## config.mk

```make
export PLATFORM = sky130hd
export DESIGN_NAME = matrix_check_encoder
export DESIGN_NICKNAME = d
export VERILOG_FILES = /design/src/rtl/dmc_enc_pkg.sv /design/src/rtl/dmc_pair_adder.sv /design/src/rtl/dmc_row_fold.sv /design/src/rtl/matrix_check_encoder.sv
export SDC_FILE = /design/constraint.sdc
export NUM_CORES = 1
export LEC_CHECK = 0
export ABC_AREA = 0
export BUFFER_PORTS_ARGS = -buffer_cell sky130_fd_sc_hd__buf_2
export CAP_MARGIN = 10
export CORE_MARGIN = 2
export CORE_UTILIZATION = 46
export DETAILED_ROUTE_END_ITERATION = 8
export PLACE_DENSITY = 0.76
export SYNTH_ARGS = -nofsm -noshare
export SYNTH_HDL_FRONTEND = slang
export SYNTH_SLANG_ARGS = --single-unit
```

## constraint.sdc

```tcl
create_clock -name clk -period 0.9 [get_ports clk]
set_input_delay 0.09 -clock clk [delete_from_list [all_inputs] [get_ports clk]]
set_output_delay 0.09 -clock clk [all_outputs]
set_load 0.01 [all_outputs]
```

## src/rtl/dmc_enc_pkg.sv

```systemverilog
package dmc_enc_pkg;
  // Default matrix geometry: two rows of four 4-bit symbols.
  localparam int unsigned SYM_W_DEF  = 4;
  localparam int unsigned N_COLS_DEF = 4;
  localparam int unsigned N_ROWS     = 2;

  // Largest value one horizontal group can take.
  function automatic int unsigned max_pair_sum(input int unsigned sym_w);
    return 2 * ((1 << sym_w) - 1);
  endfunction
endpackage

```

## src/rtl/dmc_pair_adder.sv

```systemverilog
module dmc_pair_adder #(
  parameter int unsigned SYM_W = 4,
  localparam int unsigned SUM_W = SYM_W + 1
) (
  input  logic [SYM_W-1:0] a_sym,
  input  logic [SYM_W-1:0] b_sym,
  output logic [SUM_W-1:0] sum_o
);
  // Full-width sum keeps the carry, so it cannot wrap.
  always_comb begin
    sum_o = {1'b0, a_sym} + {1'b0, b_sym};
  end
endmodule

```

## src/rtl/dmc_row_fold.sv

```systemverilog
module dmc_row_fold #(
  parameter int unsigned ROW_W = 16
) (
  input  logic [2*ROW_W-1:0] word_i,
  output logic [ROW_W-1:0]   fold_o
);
  always_comb begin
    fold_o = word_i[ROW_W-1:0] ^ word_i[2*ROW_W-1:ROW_W];
  end
endmodule

```

## src/rtl/matrix_check_encoder.sv

```systemverilog
module matrix_check_encoder #(
  parameter int unsigned SYM_W   = dmc_enc_pkg::SYM_W_DEF,
  parameter int unsigned N_COLS  = dmc_enc_pkg::N_COLS_DEF,
  parameter bit          REG_OUT = 1'b1,
  localparam int unsigned ROW_W  = SYM_W * N_COLS,
  localparam int unsigned DATA_W = dmc_enc_pkg::N_ROWS * ROW_W,
  localparam int unsigned SUM_W  = SYM_W + 1,
  localparam int unsigned HALF   = N_COLS / 2,
  localparam int unsigned N_GRP  = dmc_enc_pkg::N_ROWS * HALF,
  localparam int unsigned H_W    = N_GRP * SUM_W,
  localparam int unsigned V_W    = ROW_W
) (
  input  logic              clk,
  input  logic              rst_n,
  input  logic              in_valid,
  input  logic [DATA_W-1:0] in_data,
  output logic              out_valid,
  output logic [DATA_W-1:0] out_data,
  output logic [H_W-1:0]    out_hchk,
  output logic [V_W-1:0]    out_vchk
);
  logic [H_W-1:0] enc_h;
  logic [V_W-1:0] enc_v;

  // Horizontal checks: inside each row, column c pairs with column c+HALF.
  for (genvar r = 0; r < dmc_enc_pkg::N_ROWS; r++) begin : g_row
    for (genvar c = 0; c < HALF; c++) begin : g_pair
      localparam int unsigned GRP = r * HALF + c;
      localparam int unsigned LO  = r * N_COLS + c;
      localparam int unsigned HI  = LO + HALF;
      dmc_pair_adder #(.SYM_W(SYM_W)) u_add (
        .a_sym (in_data[LO*SYM_W +: SYM_W]),
        .b_sym (in_data[HI*SYM_W +: SYM_W]),
        .sum_o (enc_h[GRP*SUM_W +: SUM_W])
      );
    end
  end

  // Vertical checks: column-wise XOR of the two rows.
  dmc_row_fold #(.ROW_W(ROW_W)) u_fold (
    .word_i (in_data),
    .fold_o (enc_v)
  );

  if (REG_OUT) begin : g_reg
    logic              vld_q;
    logic [DATA_W-1:0] dat_q, dat_d;
    logic [H_W-1:0]    h_q, h_d;
    logic [V_W-1:0]    v_q, v_d;

    // Next state: load on strobe, otherwise hold.
    always_comb begin
      dat_d = dat_q;
      h_d   = h_q;
      v_d   = v_q;
      if (in_valid) begin
        dat_d = in_data;
        h_d   = enc_h;
        v_d   = enc_v;
      end
    end

    always_ff @(posedge clk or negedge rst_n) begin
      if (!rst_n) begin
        vld_q <= 1'b0;
        dat_q <= '0;
        h_q   <= '0;
        v_q   <= '0;
      end else begin
        vld_q <= in_valid;
        dat_q <= dat_d;
        h_q   <= h_d;
        v_q   <= v_d;
      end
    end

    assign out_valid = vld_q;
    assign out_data  = dat_q;
    assign out_hchk  = h_q;
    assign out_vchk  = v_q;
  end else begin : g_comb
    assign out_valid = in_valid;
    assign out_data  = in_data;
    assign out_hchk  = enc_h;
    assign out_vchk  = enc_v;
  end
endmodule

```

==> reports/metrics.csv <==
stage,metric,value,unit
worst_hold_path,worstHoldStart,in_data[31],
setup_path,worst_ep_required_time,0.81,ns
place,placedInstanceArea,0.00444,mm^2
synthesis,yosysTopAreaCell,dfrtp_1,
pwr,p_per_area,1870,mW/mm^2
clock_network,clkTransAtPathRegs,0.07,ns
timing,maxSlewViolCount,0,
clock_network,clk_path_buf_depth,2,
place,pre_cts_slack,-0.388,ns
layout,diodes,0,
synthesis,synthCells,260,
routing,detail_route.wl_per_cell,14.4,um
setup_path,path_max_fanout,2,
floorplan,die_h,88.2,um
place,gp_congestion,0.766,
clock_network,htree_levels,3,
synthesis,ys_seq_area_share,52.9,%
layout,area_growth_syn_to_layout,56.2,%
pwr,leakagePower,2.41,nW
clock_network,clk_latency,0.34,ns
timing,max_clock_freq,940,MHz
synthesis,synth_seq_cells,69,
global_routing,grt_start_max_net_pins,70,
layout,fillers,464,
routing,drtAntennaViolNets,0,
global_routing,antenna_found_initial,0,
synthesis,synth-main-ff-cell,dfrtp_1,
clock_network,cts_tree,built,
timing,grt_setup_unrepaired,true,
timing,finalSetupViolCount,76,
synthesis,synth_edf_count,0,
routing,drcViolationCount,0,
layout,regArea,0.00173,mm^2
routing,routed_wirelength,7870,um
floorplan,io_pins,104,
synthesis,syn_area,0.00326,mm^2
clock_network,cts_sinks,69,
synthesis,synth_cell_types,23,
timing,period_share,118,%
floorplan,dieWidth,88.2,um
floorplan,die_area,0.00778,mm^2
timing,holdWs,0.0602,ns
routing,vias_per_cell,4.91,
setup_path,crit_path_start,out_hchk[8],
layout,nNetsFinal,501,
global_routing,grt_first_pass_wirelength,12200,um
synthesis,yosysWarnings,0,
global_routing,grt_pass1_vias,2733,
setup_path,r2r_cells,3,
worst_hold_path,hold_path_class,input pin to flop,
place,hpwl,5560,um
routing,num_vias,2684,
routing,drtIter0Drc,103,
outcome,failed_checks,setup timing,
timing,clock_skew,0,ns
clock_network,cts_made_buffers,9,
setup_path,rr_startpoint,out_hchk[8],
timing,layout_setup_ws,-0.164,ns
timing,finalCriticalPeriod,1.06,ns
pwr,vdd_drop_max,1.20,mV
synthesis,synthArstFlopShare,100,%
floorplan,core,0.00683,mm^2
routing,drtPass1Iterations,4,
layout,multiInputGateArea,0.00159,mm^2
clock_network,cts_root_buf,clkbuf_8,
worst_hold_path,hold_path_depth,2,
run,drv_cap,0,
global_routing,track_usage,20.6,%
floorplan,std_cell_rows,30,
synthesis,synth_top_area_share,52.9,%
floorplan,start_util,47.7,%
setup_path,arrival,0.97,ns
timing,worst_pin_slew,0.359,ns
setup_path,crit_type,flop to primary output,
timing,hold_viol_final,0,
setup_path,endpoint_kind,primary output,
place,numPortBuffers,103,
timing,slew_headroom,76.1,%
layout,drive_gt1_share,59.4,%
global_routing,gr-total-overflow,0,
layout,fin_area,0.00510,mm^2
synthesis,syn_avg_cell_area,12.5,um^2
synthesis,syn_nets,315,
synthesis,synth_area_leaders,"dfrtp_1, mux2_2, ha_1",
setup_path,cp-start-kind,flop,
outcome,status,"complete, but fails checks",
[synthesized netlist by cell type (2+ instances only)]
| cell type | n |
|---|---|
| a21oi_1 | 23 |
| a311oi_1 | 4 |
| a31oi_1 | 3 |
| and4bb_1 | 3 |
| buf_2 | 4 |
| buf_4 | 5 |
| buf_6 | 2 |
| dfrtp_1 | 69 |
| fa_1 | 4 |
| ha_1 | 16 |
| inv_1 | 18 |
| mux2_2 | 40 |
| mux2i_1 | 3 |
| nand3_1 | 3 |
| nand4b_1 | 4 |
| nor2_1 | 22 |
| nor2b_1 | 7 |
| o211ai_1 | 4 |
| o21ai_0 | 3 |
| xnor2_1 | 20 |
[path summary, 6_finish.rpt]
path / endpoint / slack (ns)
worst max register to register: out_hchk[8] / -0.16
worst min-delay path: out_data[31] / 0.06
max in group asynchronous: out_vchk[8] / 0.32
worst min register to register: out_data[15] / 0.50
min in group asynchronous: out_data[20] / 0.30
worst max-delay path: out_hchk[8] / -0.16
[per-layer routing]
metal  routed length (um)  GRT usage, %  vias to the layer above
met5                    0             0                        -
li1                     -             -                     1278
met1                 3120          23.0                     1298
met4                  286          10.3                        0
met3                  335          4.57                       26
met2                 4130          37.0                       82
[area by class of cell]
| class | instances | share of cell area [%] |
|---|---|---|
| flip-flops and latches | 69 | 33.9 |
| repair buffers | 186 | 26.1 |
| clock inverters | 7 | 2.70 |
| clock buffers | 9 | 2.43 |
| multi-input cells | 162 | 31.2 |
| well taps | 96 | 2.36 |
| inverters | 18 | 1.33 |
[worst max-delay path, cell delays in order, from the launching register on]
cell and delay, ns:
dfrtp_1 0.40, buf_6 0.12, buf_6 0.11
[sequential cells by signal, indices dropped and copies added (netlist names)]
name	flops
out_hchk	20
out_valid	1
out_vchk	16
out_data	32
[where the power goes]
group          internal [mW]  leakage, nW  switching, mW
sequential              3.49        0.797          0.226
combinational           1.41         1.48           1.06
clock                   2.11        0.129           1.21
[logic make-up (layout without fill, tap and decap cells)]
family	after synthesis	after routing	synth area share, %
flip-flops	69	69	52.9
AND/OR/NAND/NOR	41	41	7.06
XOR/XNOR	20	20	5.37
multiplexers	43	43	14.7
buffers and inverters	29	220	4.53
AO/OA/AOI/OAI	38	38	6.79
adder cells (fa/ha/maj)	20	20	8.59
[cell usage in the layout (no fill, tap or decap), types with 4 or more instances in the layout]
| cell | count |
|---|---|
| fa_2 | 4 |
| nor2b_1 | 6 |
| xnor2_1 | 19 |
| nor2_1 | 19 |
| clkbuf_8 | 9 |
| buf_4 | 72 |
| bufinv_16 | 4 |
| inv_1 | 15 |
| ha_4 | 11 |
| o211ai_1 | 4 |
| nand4b_1 | 4 |
| a21oi_1 | 21 |
| buf_2 | 85 |
| dfrtp_1 | 69 |
| mux2_2 | 38 |
| ha_1 | 5 |
| buf_12 | 4 |
| buf_6 | 23 |
[metrics by stage]
step | std cells | total power [mW] | setup TNS (ns) | util, %
5_1_grt | 547 | 9.95 | -7.05 | 74.6
6_report | 547 | 9.51 | -4.47 | 74.6
2_1_floorplan | 260 | 4.71 | -1.40 | -
3_5_place_dp | 504 | 5.78 | -9.90 | 65.0
4_1_cts | 538 | 9.37 | -5.34 | 71.8
3_3_place_gp | 504 | 5.69 | -9.04 | 65.0
[timing repair]
| item | CTS | global route |
|---|---|---|
| pin swaps | 5 | 8 |
| resized for setup | 15 | 27 |
| setup endpoints to repair | 76 | 84 |
| hold buffers | 1 | 0 |
| hold endpoints to repair | 69 | 0 |
| setup buffers | 17 | 10 |
(Power assumes the default switching activity.)
